File: src/rtl/membar_pkg.sv
// Shared types for the memory barrier sequencer.
package membar_pkg;
    // Sequencer states
    typedef enum logic [1:0] {
        BS_IDLE  = 2'd0,
        BS_DRAIN = 2'd1,
        BS_BCAST = 2'd2,
        BS_DONE  = 2'd3
    } bar_state_t;

    // Slot numbers of the outstanding-operation trackers
    localparam int TRK_MEM   = 0;
    localparam int TRK_TOUCH = 1;
    localparam int TRK_NUM   = 2;
endpackage

File: src/rtl/membar_decode.sv
// Dispatch decode for the barrier instruction.
// Recognises the barrier opcode, accepts it only when the sequencer can take
// it, and flags a barrier whose record bit is set.
// Assumes the dispatch stage holds an instruction while disp_stall is high.
module membar_decode #(
    parameter int          OP_W   = 6,
    parameter logic [OP_W-1:0] BAR_OP = OP_W'(37)
) (
    input  logic            clk,
    input  logic            rst_n,
    input  logic            disp_valid,
    input  logic [OP_W-1:0] disp_op,
    input  logic            disp_rc,
    input  logic            can_accept,
    output logic            bar_start,
    output logic            bad_form
);
    logic bad_q;

    // Accept a barrier only when the sequencer is idle
    always_comb begin
        bar_start = disp_valid && (disp_op == BAR_OP) && can_accept;
    end

    // Register the malformed-encoding flag as a one-cycle pulse
    always_ff @(posedge clk) begin
        if (!rst_n) begin
            bad_q <= 1'b0;
        end else begin
            bad_q <= bar_start && disp_rc;
        end
    end

    assign bad_form = bad_q;
endmodule

File: src/rtl/op_tracker.sv
// Outstanding-operation counter.
// Counts up on an issue and down on a completion. Both in one cycle leave it
// unchanged. It saturates at both ends, so a stray completion cannot wrap it.
// cnt_clear_next says whether the count after the coming edge is zero.
module op_tracker #(
    parameter int CNT_W = 4
) (
    input  logic             clk,
    input  logic             rst_n,
    input  logic             inc,
    input  logic             dec,
    output logic [CNT_W-1:0] cnt,
    output logic             cnt_clear_next
);
    localparam logic [CNT_W-1:0] CNT_MAX = {CNT_W{1'b1}};

    logic [CNT_W-1:0] cnt_q;
    logic [CNT_W-1:0] cnt_d;

    // Next count from this cycle's issue and completion
    always_comb begin
        cnt_d = cnt_q;
        unique case ({inc, dec})
            2'b10:   if (cnt_q != CNT_MAX) cnt_d = cnt_q + 1'b1;
            2'b01:   if (cnt_q != '0)      cnt_d = cnt_q - 1'b1;
            default: cnt_d = cnt_q;
        endcase
    end

    // Count register
    always_ff @(posedge clk) begin
        if (!rst_n) begin
            cnt_q <= '0;
        end else begin
            cnt_q <= cnt_d;
        end
    end

    assign cnt            = cnt_q;
    assign cnt_clear_next = (cnt_d == '0);
endmodule

File: src/rtl/membar_seq.sv
// Barrier sequencer state machine.
// IDLE -> DRAIN -> (BCAST if enabled) -> DONE -> IDLE. DRAIN and BCAST are
// skipped when their conditions already hold. DONE lasts one cycle.
// Assumes drained reflects the counts after the coming edge.
module membar_seq
    import membar_pkg::*;
(
    input  logic       clk,
    input  logic       rst_n,
    input  logic       start,
    input  logic       drained,
    input  logic       older_safe,
    input  logic       bcast_en,
    input  logic       bcast_ack,
    input  logic       bcast_ok,
    output bar_state_t state,
    output logic       can_accept,
    output logic       bcast_req,
    output logic       stall,
    output logic       done
);
    bar_state_t state_q;
    bar_state_t state_d;
    bar_state_t after_drain;
    logic       quiet;

    // Where the barrier goes once older work is quiet
    always_comb begin
        quiet       = drained && older_safe;
        after_drain = bcast_en ? BS_BCAST : BS_DONE;
    end

    // Next-state selection
    always_comb begin
        state_d = state_q;
        unique case (state_q)
            BS_IDLE:  if (start) state_d = quiet ? after_drain : BS_DRAIN;
            BS_DRAIN: if (quiet) state_d = after_drain;
            BS_BCAST: if (bcast_ack && bcast_ok) state_d = BS_DONE;
            BS_DONE:  state_d = BS_IDLE;
            default:  state_d = BS_IDLE;
        endcase
    end

    // State register
    always_ff @(posedge clk) begin
        if (!rst_n) begin
            state_q <= BS_IDLE;
        end else begin
            state_q <= state_d;
        end
    end

    // Outputs decoded from the current state
    always_comb begin
        can_accept = (state_q == BS_IDLE);
        stall      = (state_q != BS_IDLE);
        bcast_req  = (state_q == BS_BCAST);
        done       = (state_q == BS_DONE);
    end

    assign state = state_q;
endmodule

File: src/rtl/membar_ctrl.sv
// Memory barrier controller top.
// Ties the dispatch decode, one tracker per kind of older operation, and the
// sequencer together. Memory operations count until they fully finish. Touch
// operations count only until their translation finishes.
// Assumes older operations report issue and completion at most once per cycle
// each, and no more than 2**CNT_W-1 of a kind are outstanding.
module membar_ctrl
    import membar_pkg::*;
#(
    parameter int              OP_W   = 6,
    parameter logic [OP_W-1:0] BAR_OP = OP_W'(37),
    parameter int              CNT_W  = 4
) (
    input  logic            clk,
    input  logic            rst_n,
    input  logic            disp_valid,
    input  logic [OP_W-1:0] disp_op,
    input  logic            disp_rc,
    input  logic            mem_issue,
    input  logic            mem_done,
    input  logic            touch_issue,
    input  logic            touch_xlat_done,
    input  logic            older_safe,
    input  logic            bcast_en,
    input  logic            bcast_ack,
    input  logic            bcast_ok,
    output logic            bcast_req,
    output logic            disp_stall,
    output logic            bar_done,
    output logic            bad_form
);
    logic [TRK_NUM-1:0] trk_inc;
    logic [TRK_NUM-1:0] trk_dec;
    logic [TRK_NUM-1:0] trk_clear;
    logic [CNT_W-1:0]   trk_cnt [TRK_NUM];
    logic [CNT_W-1:0]   mem_cnt;
    logic [CNT_W-1:0]   touch_cnt;
    logic               all_clear;
    logic               bar_start;
    logic               can_accept;
    bar_state_t         seq_state;

    // Route issue and completion strobes to their trackers
    always_comb begin
        trk_inc            = '0;
        trk_dec            = '0;
        trk_inc[TRK_MEM]   = mem_issue;
        trk_dec[TRK_MEM]   = mem_done;
        trk_inc[TRK_TOUCH] = touch_issue;
        trk_dec[TRK_TOUCH] = touch_xlat_done;
    end

    for (genvar g = 0; g < TRK_NUM; g++) begin : g_trk
        op_tracker #(.CNT_W(CNT_W)) u_trk (
            .clk            (clk),
            .rst_n          (rst_n),
            .inc            (trk_inc[g]),
            .dec            (trk_dec[g]),
            .cnt            (trk_cnt[g]),
            .cnt_clear_next (trk_clear[g])
        );
    end

    // Older work is drained when every tracker is empty after this edge
    always_comb begin
        all_clear = &trk_clear;
        mem_cnt   = trk_cnt[TRK_MEM];
        touch_cnt = trk_cnt[TRK_TOUCH];
    end

    membar_decode #(.OP_W(OP_W), .BAR_OP(BAR_OP)) u_dec (
        .clk        (clk),
        .rst_n      (rst_n),
        .disp_valid (disp_valid),
        .disp_op    (disp_op),
        .disp_rc    (disp_rc),
        .can_accept (can_accept),
        .bar_start  (bar_start),
        .bad_form   (bad_form)
    );

    membar_seq u_seq (
        .clk        (clk),
        .rst_n      (rst_n),
        .start      (bar_start),
        .drained    (all_clear),
        .older_safe (older_safe),
        .bcast_en   (bcast_en),
        .bcast_ack  (bcast_ack),
        .bcast_ok   (bcast_ok),
        .state      (seq_state),
        .can_accept (can_accept),
        .bcast_req  (bcast_req),
        .stall      (disp_stall),
        .done       (bar_done)
    );
endmodule

File: config.mk
export PLATFORM = sky130hd
export DESIGN_NAME = membar_ctrl
export DESIGN_NICKNAME = d
export VERILOG_FILES = /design/src/rtl/membar_pkg.sv /design/src/rtl/membar_decode.sv /design/src/rtl/op_tracker.sv /design/src/rtl/membar_seq.sv /design/src/rtl/membar_ctrl.sv
export SDC_FILE = /design/constraint.sdc
export NUM_CORES = 1
export LEC_CHECK = 0
export BUFFER_PORTS_ARGS = -buffer_cell sky130_fd_sc_hd__buf_4
export CAP_MARGIN = 25
export CORE_MARGIN = 3
export CORE_UTILIZATION = 34
export DETAILED_ROUTE_END_ITERATION = 10
export SLEW_MARGIN = 0
export SYNTH_ARGS = -nofsm -noshare
export SYNTH_HDL_FRONTEND = slang
export SYNTH_SLANG_ARGS = --single-unit
File: constraint.sdc
create_clock -name clk -period 5.4 [get_ports clk]
set_input_delay 0.54 -clock clk [delete_from_list [all_inputs] [get_ports clk]]
set_output_delay 0.54 -clock clk [all_outputs]
set_load 0.01 [all_outputs]
### Word level (Yosys, flattened, before mapping)

Cells that the tools add are included.

| storage, ports and cells | value |
|---|---|
| input port bits | 18 |
| output and inout bits | 4 |
| register bits | 11 |
| logic and storage cells | 46 |

| cells by class | value |
|---|---|
| $add $sub $neg | 4 |
| mux-type cells | 12 |
| reductions and logical operators | 13 |
| equality and inequality tests | 13 |

Operators by type and width:

| cell | number |
|---|---|
| $mux W4 | 4 |
| $pmux W4 S2 | 2 |
| $add A4 B1 Y4 const B | 2 |
| $eq A2 B2 Y1 const B | 4 |
| $logic_not A4 Y1 | 2 |
| $mux W2 | 4 |
| $ne A4 B4 Y1 const B | 2 |
| $pmux W2 S4 | 1 |
| $reduce_bool A4 Y1 | 2 |
| $sub A4 B1 Y4 const B | 2 |
| $eq A2 B1 Y1 const B | 3 |
| $eq A6 B6 Y1 const B | 1 |
| $logic_and A1 B1 Y1 | 5 |
| $ne A2 B1 Y1 const B | 2 |
| $reduce_and A3 Y1 | 1 |
| $logic_not A2 Y1 | 1 |
| $ne A2 B2 Y1 const B | 1 |
| $reduce_and A2 Y1 | 1 |
| $reduce_bool A2 Y1 | 1 |
| $mux W1 | 1 |

### Depth between registers and ports, before layout

Gate-level depths: netlist of the first run.

| logic depth | value |
|---|---|
| depth after elaboration | 9 |
| depth in mapped cells | 9 |
| mapped depth without buffers | 8 |

### Cells and area by module

From an unflattened synthesis of the first run, not the netlist that was laid out.

| second synthesis, totals | value |
|---|---|
| cell total of the unflattened synthesis | 130 |
| area total of the unflattened synthesis | 1096.1 µm² |

Modules (own cells, without submodules):

| module | area each (µm²) | cells each | seq. area each (µm²) | times used |
|---|---|---|---|---|
| op_tracker (g_trk[1].u_trk) | 416.6 | 49 | 80.1 | 1 |
| op_tracker (g_trk[0].u_trk) | 407.9 | 51 | 80.1 | 1 |
| membar_seq | 192.7 | 23 | 40.0 | 1 |
| membar_decode | 72.6 | 6 | 20.0 | 1 |
| membar_ctrl | 6.3 | 1 | 0.0 | 1 |

### Worst setup path after synthesis of the first run

Ideal clock, no wire load.

| path | value |
|---|---|
| path kind | input -> register |
| from | in mem_issue |
| to | reg u_seq.state_q[1] (netlist: u_seq.state[1]) |
| stages | 9 |
| data required time | 5272 ps |
| buffers on the path | 1 |
| arrival time | 2055 ps |
| setup time | 128 ps |
| slack | 3217 ps |
| cell sequence | inv_1 > ha_1 > buf_2 > or3b_1 > mux2i_1 > o22ai_1 > nor4_2 > nand4_1 > mux2i_1 |

| between the ends | value |
|---|---|
| word-level cells in the longest chain between the ends | 8 |
| elaborated cells between the ends (all ways) | 11 |
| classes of those cells | eq/ne (3); mux (4); reduce/logical (4) |

RTL lines:

| element | line | text |
|---|---|---|
| from (decl) | membar_ctrl.sv:19 | `input logic mem_issue,` |
| $eq A2 B1 Y1 / $eq A2 B2 Y1 (equally long branches) | op_tracker.sv:23 | `unique case ({inc, dec})` |
| $pmux W4 S2 (*) | op_tracker.sv:23 |  |
| $logic_not A4 Y1 (*) | op_tracker.sv:40 | `assign cnt_clear_next = (cnt_d == '0);` |
| $reduce_and A2 Y1 (*) | membar_ctrl.sv:66 | `all_clear = &trk_clear;` |
| $logic_and A1 B1 Y1 (*) | membar_seq.sv:29 | `quiet = drained && older_safe;` |
| $mux W2 (2 in series) | membar_seq.sv:37 | `BS_IDLE: if (start) state_d = quiet ? after_drain : BS_DRAIN;` |
| $pmux W2 S4 | membar_seq.sv:36 | `unique case (state_q)` |
| to (signal assigned) | membar_seq.sv:50 | `state_q <= state_d;` |
| to (decl) | membar_seq.sv:22 | `bar_state_t state_q;` |

Every way passes the cells marked *; elsewhere a longest branch is shown, timed or not. The select of a mux whose other input is x is not followed.
A chain may end at the register's enable or synchronous reset.

### Worst setup path in the final report of the first run

Same ends and word-level chain as after synthesis.

==> results of run 1 <==
-- path summary, 6_finish.rpt --
check	end	slack, ns	cells after the start
worst max-delay path	u_seq.state[1]	3.30	9
worst min-delay path	u_dec.bad_form	0.52	3
worst max register to register	u_seq.state[1]	3.32	8
worst min register to register	u_seq.state[0]	0.65	2
-- worst max-delay path: stages --
cell and delay, ns:
buf_4 0.08, inv_1 0.03, ha_1 0.39, or3b_1 0.38
mux2i_1 0.13, o22ai_1 0.12, nor4_2 0.22, nand4_1 0.19
mux2i_1 0.16
-- state kept, by name (all words and copies together), names as in the netlist --
signal and count:
u_seq.state 2, u_dec.bad_form 1, g_trk.u_trk.cnt 8
-- per-stage QoR --
| stage | hold slack (ns) | area [µm²] |
|---|---|---|
| detailed placement | 0.6461 | 1204 |
| finish | 0.5226 | 1230 |
| CTS | 0.5192 | 1230 |
| global route | 0.5230 | 1230 |
| global placement | 0.6291 | 1204 |
| floorplan | 0.5887 | 1016 |
-- power by group through the flow --
| stage | Clock [mW] | Combinational (mW) | Sequential, mW |
|---|---|---|---|
| after CTS | 0.0574 | 0.138 | 0.0972 |
| after floorplan | 0 | 0.102 | 0.0963 |
| after global routing | 0.0626 | 0.158 | 0.0987 |
| after global placement | 0 | 0.135 | 0.0989 |
| after detailed placement | 0 | 0.138 | 0.0988 |
| final | 0.0548 | 0.137 | 0.0974 |
-- cells in the mapped netlist --
library cell / instances
a22o_1: 2
inv_1: 19
a21o_1: 1
or3b_1: 3
nand4_1: 1
and2_1: 5
nand4bb_1: 1
a22oi_1: 1
o2bb2ai_1: 2
and2_2: 1
nand3b_1: 1
nand2b_1: 2
a211oi_2: 1
nand4b_1: 2
a221o_1: 1
clkbuf_1: 1
buf_2: 1
nor2b_1: 3
ha_1: 13
nor4_1: 1
a21oi_1: 5
o221ai_1: 1
mux2i_1: 6
o41a_1: 1
a31oi_1: 1
o21a_1: 1
o211ai_1: 3
nor3_1: 4
nor4_2: 1
nand2_1: 4
a21o_2: 1
nor2_1: 6
o311ai_1: 1
nand3_1: 5
dfxtp_1: 11
or4b_1: 1
a2111oi_0: 1
nor3b_1: 1
o22ai_1: 3
a32oi_1: 3
o21ai_0: 2
-- routing by layer --
| layer | vias up | GRT usage, % | wire (µm) |
|---|---|---|---|
| li1 | 500 | - | - |
| met1 | 453 | 18.08 | 990 |
| met2 | 15 | 21.98 | 1040 |
| met3 | 2 | 2.553 | 67 |
| met4 | 0 | 3.715 | 18 |
| met5 | - | 0 | 0 |
-- placed cells by master (no fill, tap or decap), types with 3 or more instances in the layout --
cell type / Yosys / routed
a32oi_1: 3 / 3
dfxtp_1: 11 / 11
nor3_1: 4 / 4
mux2i_1: 6 / 6
o22ai_1: 3 / 3
nand2_1: 4 / 4
and2_1: 5 / 5
nor2_1: 6 / 6
clkbuf_4: 0 / 3
a21oi_1: 5 / 5
ha_1: 13 / 13
or3b_1: 3 / 3
o211ai_1: 3 / 3
nor2b_1: 3 / 3
nand3_1: 5 / 5
inv_1: 19 / 19
buf_4: 0 / 21
-- logic make-up (layout without fill, tap and decap cells) --
group                      Yosys count  in the layout
muxes                                6              6
DFF                                 11             11
buffers and inverters               21             44
AOI/OAI and AO/OA                   31             31
adders and majority gates           13             13
and+or+nand+nor                     42             42
-- area by class of cell --
| cell class | instances | area, µm² | share of cell area [%] |
|---|---|---|---|
| flip-flops and latches | 11 | 220.2 | 17.90 |
| clock buffers | 4 | 26.28 | 2.136 |
| well taps | 31 | 38.79 | 3.154 |
| repair buffers | 21 | 157.7 | 12.82 |
| multi-input cells | 92 | 715.7 | 58.19 |
| inverters | 19 | 71.32 | 5.799 |
==> metrics.cfg, run 1 <==
[status]
outcome=finished, final reports clean

[sta]
period_minus_slack_ns=2.098
slew_headroom_pct=63.44
rsz0062_at_grt=no
tns_ns=0
skew_ns=0.005205
setup_viol=0
fin_crit_sh_pct=38.84
setup_slack_ns=3.302
fmax_mhz=476.7
hold_viol=0
worst_slew_pin_slew_ns=0.5346
slew_violations=0

[place]
dpl.hpwl_um=1736
io_buffer_count=21
gp_congestion=0.8531
dp_cells=174
dp_slack_ns=3.005

[finish]
syn_to_final_growth_pct=21.06
nets=179
drive_above_1_share_pct=19.05
fillers=298
fin_cells=178
antenna_cells=0
final_util_pct=43.84

[global_routing]
grt_max_degree=14
antenna_found_initial=0
grt.overflow.total=0
grt_pass1_vias=941
groute.usage.overall_pct=13.45
grt_pass1_wl_um=3939

[drt]
vias_per_cell=5.449
wl_per_cell_um=11.89
via_count=970
firstDrtPassIters=6
drcViolationCount=0
ant_nets=0
wl_um=2116
drt-initial-drc-count=46

[pwr]
ir_drop_uv=139.4
p_int_mw=0.1831
pwr-share-seq_pct=33.6
switching_share_pct=36.72
powerDensity_nw_per_um2=235.2
comb_power_share_pct=47.4
power_switching_mw=0.1062
p_leak_nw=0.5765
clkPwrFrac_pct=18.9
power_mw=0.2893

[clocking]
clk_path_buf_depth=2
cts.sinks=11
hold_buffers=0
clk_pin_slew_worst_paths_ns=0.07
htreeDepth=1
cts_tree=yes
postCtsSetupBuffers=0
cts_inserted_buffers=3
insertion_delay_ns=0.26
cts_root_buf=clkbuf_4
cts_resized=0

[hold_path]
min_path_type=input port to flop
hp-start=disp_rc

[synthesis]
synth_xor_area_share_pct=0
ys_warn_count=0
synthAdderAreaFrac_pct=16.01
synth_mux_area_share_pct=5.911
synth-seq-area-share_pct=21.67
synthCells=124
synthSimpleGateAreaFrac_pct=25.37
ys_types=41
synth_compound_area_share_pct=23.15
synth_top_family_by_area=simple AND/OR/NAND/NOR gates
yosysTopAreaCellShare_pct=21.67
syn_area_per_cell_um2=8.193
ys_top_cells_by_area=dfxtp_1 (22%), ha_1 (16%), inv_1 (7.0%)
synth_largest_area_cell=dfxtp_1
syn_nets=155
syn-cell-area_um2=1016
ys_ff_latch=11

[floorplan]
dieHeight_um=60.67
start_util_pct=36.22
rows=19
fp.dieW_um=60.67
fp.coreArea_um2=2805
die_area_um2=3680
pin_count=22

[critical_path]
reg2reg_from=g_trk[1].u_trk.cnt[0]
startpoint=mem_issue
cp-end-kind=flop
worst_ep_required_time_ns=5.55
path_max_fanout=8
cp-start-kind=input port
path_class=input port to flop
critPathArrivalTime_ns=2.24

[job]
cap_viol_max_count=0

Note: power is estimated with default switching activity, not from simulation.
==> run 2, diff against run 1 <==
Clock period 5.4 ns to 1.85 ns, I/O delays scaled along.
==> metrics.cfg, run 2 (synthesis gave the netlist of run 1 again) <==
[drt]
via_count=1067  ; +10%
wl_per_cell_um=12.98  ; +9.2%
drcViolationCount=0  ; unchanged
drt-initial-drc-count=38  ; -17%
firstDrtPassIters=4  ; -2
ant_nets=0  ; unchanged
vias_per_cell=5.472  ; +0.41%
wl_um=2531  ; +20%

[sta]
slew_violations=0  ; unchanged
skew_ns=0.005471  ; +0.0002660 ns
rsz0062_at_grt=yes
period_minus_slack_ns=1.926
fmax_mhz=519.1
setup_viol=2  ; +2
slew_headroom_pct=75.47  ; +12 points
worst_slew_pin_slew_ns=0.3586  ; -0.1760 ns
hold_viol=0  ; unchanged
setup_slack_ns=-0.07640  ; -3.379 ns
fin_crit_sh_pct=104.1

[pwr]
p_leak_nw=0.6695  ; +16%
power_switching_mw=0.3314  ; +210%
p_int_mw=0.5651  ; +210%
comb_power_share_pct=50.1  ; +2.7 points
pwr-share-seq_pct=31.6  ; -2.0 points
powerDensity_nw_per_um2=629.1  ; +170%
ir_drop_uv=492.4  ; +250%
switching_share_pct=36.97  ; +0.25 points
clkPwrFrac_pct=18.3  ; -0.6 points

[clocking]
cts_inserted_buffers=3  ; unchanged
clk_path_buf_depth=2  ; unchanged
cts.sinks=11  ; unchanged
cts_tree=yes
cts_root_buf=clkbuf_4
insertion_delay_ns=0.27  ; about the same
clk_pin_slew_worst_paths_ns=0.07  ; about the same
htreeDepth=1  ; unchanged

[hold_path]
min_path_type=input port to flop

[finish]
final_area_um2=1425  ; +16%
syn_to_final_growth_pct=40.27
drive_above_1_share_pct=35.98  ; +17 points
mostFrequentLayoutCells=buf_4 (38), inv_1 (18), ha_1 (11)
fillers=274  ; -8.1%
antenna_cells=0  ; unchanged
nets=196  ; +9.5%
largest_reg_flops=8  ; unchanged
layout_commonest_cell=buf_4

[global_routing]
grt_pass1_wl_um=4133  ; +4.9%
antenna_found_initial=0  ; unchanged
grt_pass1_vias=1039  ; +10%
grt_max_degree=14  ; unchanged
grt.overflow.total=0  ; unchanged
groute.usage.overall_pct=14.71  ; +1.3 points

[place]
dp_slack_ns=-0.1244  ; -3.130 ns
io_buffer_count=21  ; unchanged
gp_congestion=0.8508  ; -0.27%
dpl.hpwl_um=1959  ; +13%
placed_cell_area_um2=1328  ; +10%

[status]
outcome=complete, but fails checks
violations=negative setup slack

[floorplan]
pin_count=22  ; unchanged
fp.dieW_um=60.67  ; unchanged
fp.coreArea_um2=2805  ; unchanged
rows=19  ; unchanged
die_area_um2=3680  ; unchanged
start_util_pct=36.22  ; unchanged
dieHeight_um=60.67  ; unchanged

[critical_path]
path_max_fanout=4  ; -4
critPathArrivalTime_ns=2.07  ; -0.17 ns
worst_ep_required_time_ns=1.99  ; -3.56 ns
path_class=flop to flop
cp-end-kind=flop
cp-start-kind=flop

[job]
cap_viol_max_count=0  ; unchanged

run 2: cell types whose count changed in the layout (fill, tap and decap cells not counted), moves of 2 or more:
cell	delta
ha_1	-2
dfxtp_2	+4
buf_4	+17
ha_4	+2
dfxtp_1	-4
run 2: final timing paths:
kind,cells past startpoint,slack (ns),startpoint,endpoint
max,8,-0.08,g_trk[1].u_trk.cnt[0],u_seq.state[1]
min,3,0.16,disp_rc,u_dec.bad_form
max reg2reg,8,-0.08,g_trk[1].u_trk.cnt[0],u_seq.state[1]
min reg2reg,2,0.62,g_trk[0].u_trk.cnt[0],g_trk[0].u_trk.cnt[0]
run 2: layout make-up:
cell class | instances | area [µm²] | area share (%)
multi-input cells | 92 | 778.2 | 54.61
repair buffers | 38 | 285.3 | 20.02
flip-flops and latches | 11 | 225.2 | 15.80
inverters | 19 | 71.32 | 5.004
well taps | 31 | 38.79 | 2.722
clock buffers | 4 | 26.28 | 1.844
run 2: through the flow:
stage	hold WS, ns	setup TNS [ns]	total power [mW]	util, %	cells
2_1_floorplan	0.3250	0	0.5800	-	124
3_3_place_gp	0.4461	-0.1073	0.7068	47.32	190
3_5_place_dp	0.4387	-0.2342	0.7195	47.32	190
4_1_cts	0.1555	-0.1571	0.8923	49.02	194
5_1_grt	0.1552	-0.3898	0.9787	50.80	195
6_report	0.1616	-0.1381	0.8965	50.80	195
run 2: timing repair:
item,4_1_cts,5_1_grt
endpoints found under the setup margin,2,2
gates resized for setup,5,9
pin swaps,5,7
setup buffers,0,1
hold buffers,0,0
run 2: layer usage:
layer | part of all wire, % | vias up | track usage (%)
met3 | 3.5 | 6 | 2.766
met1 | 44 | 500 | 17.59
met2 | 51 | 27 | 25.34
met5 | 0 | - | 0
li1 | - | 534 | -
met4 | 1.6 | 0 | 6.811
run 2: power groups by stage:
stage	combinational (mW)	sequential [mW]	clock, mW
finish	0.450	0.283	0.164
global placement	0.423	0.283	0
detailed placement	0.434	0.286	0
floorplan	0.299	0.281	0
CTS	0.437	0.283	0.172
global route	0.505	0.286	0.188
run 2: worst max-delay path: stages (launching register included):
cell	delay, ns
dfxtp_2	0.33
inv_1	0.09
ha_4	0.15
or3b_4	0.38
a22o_1	0.22
a22o_1	0.22
nor2_1	0.10
nand4_1	0.16
mux2i_1	0.16
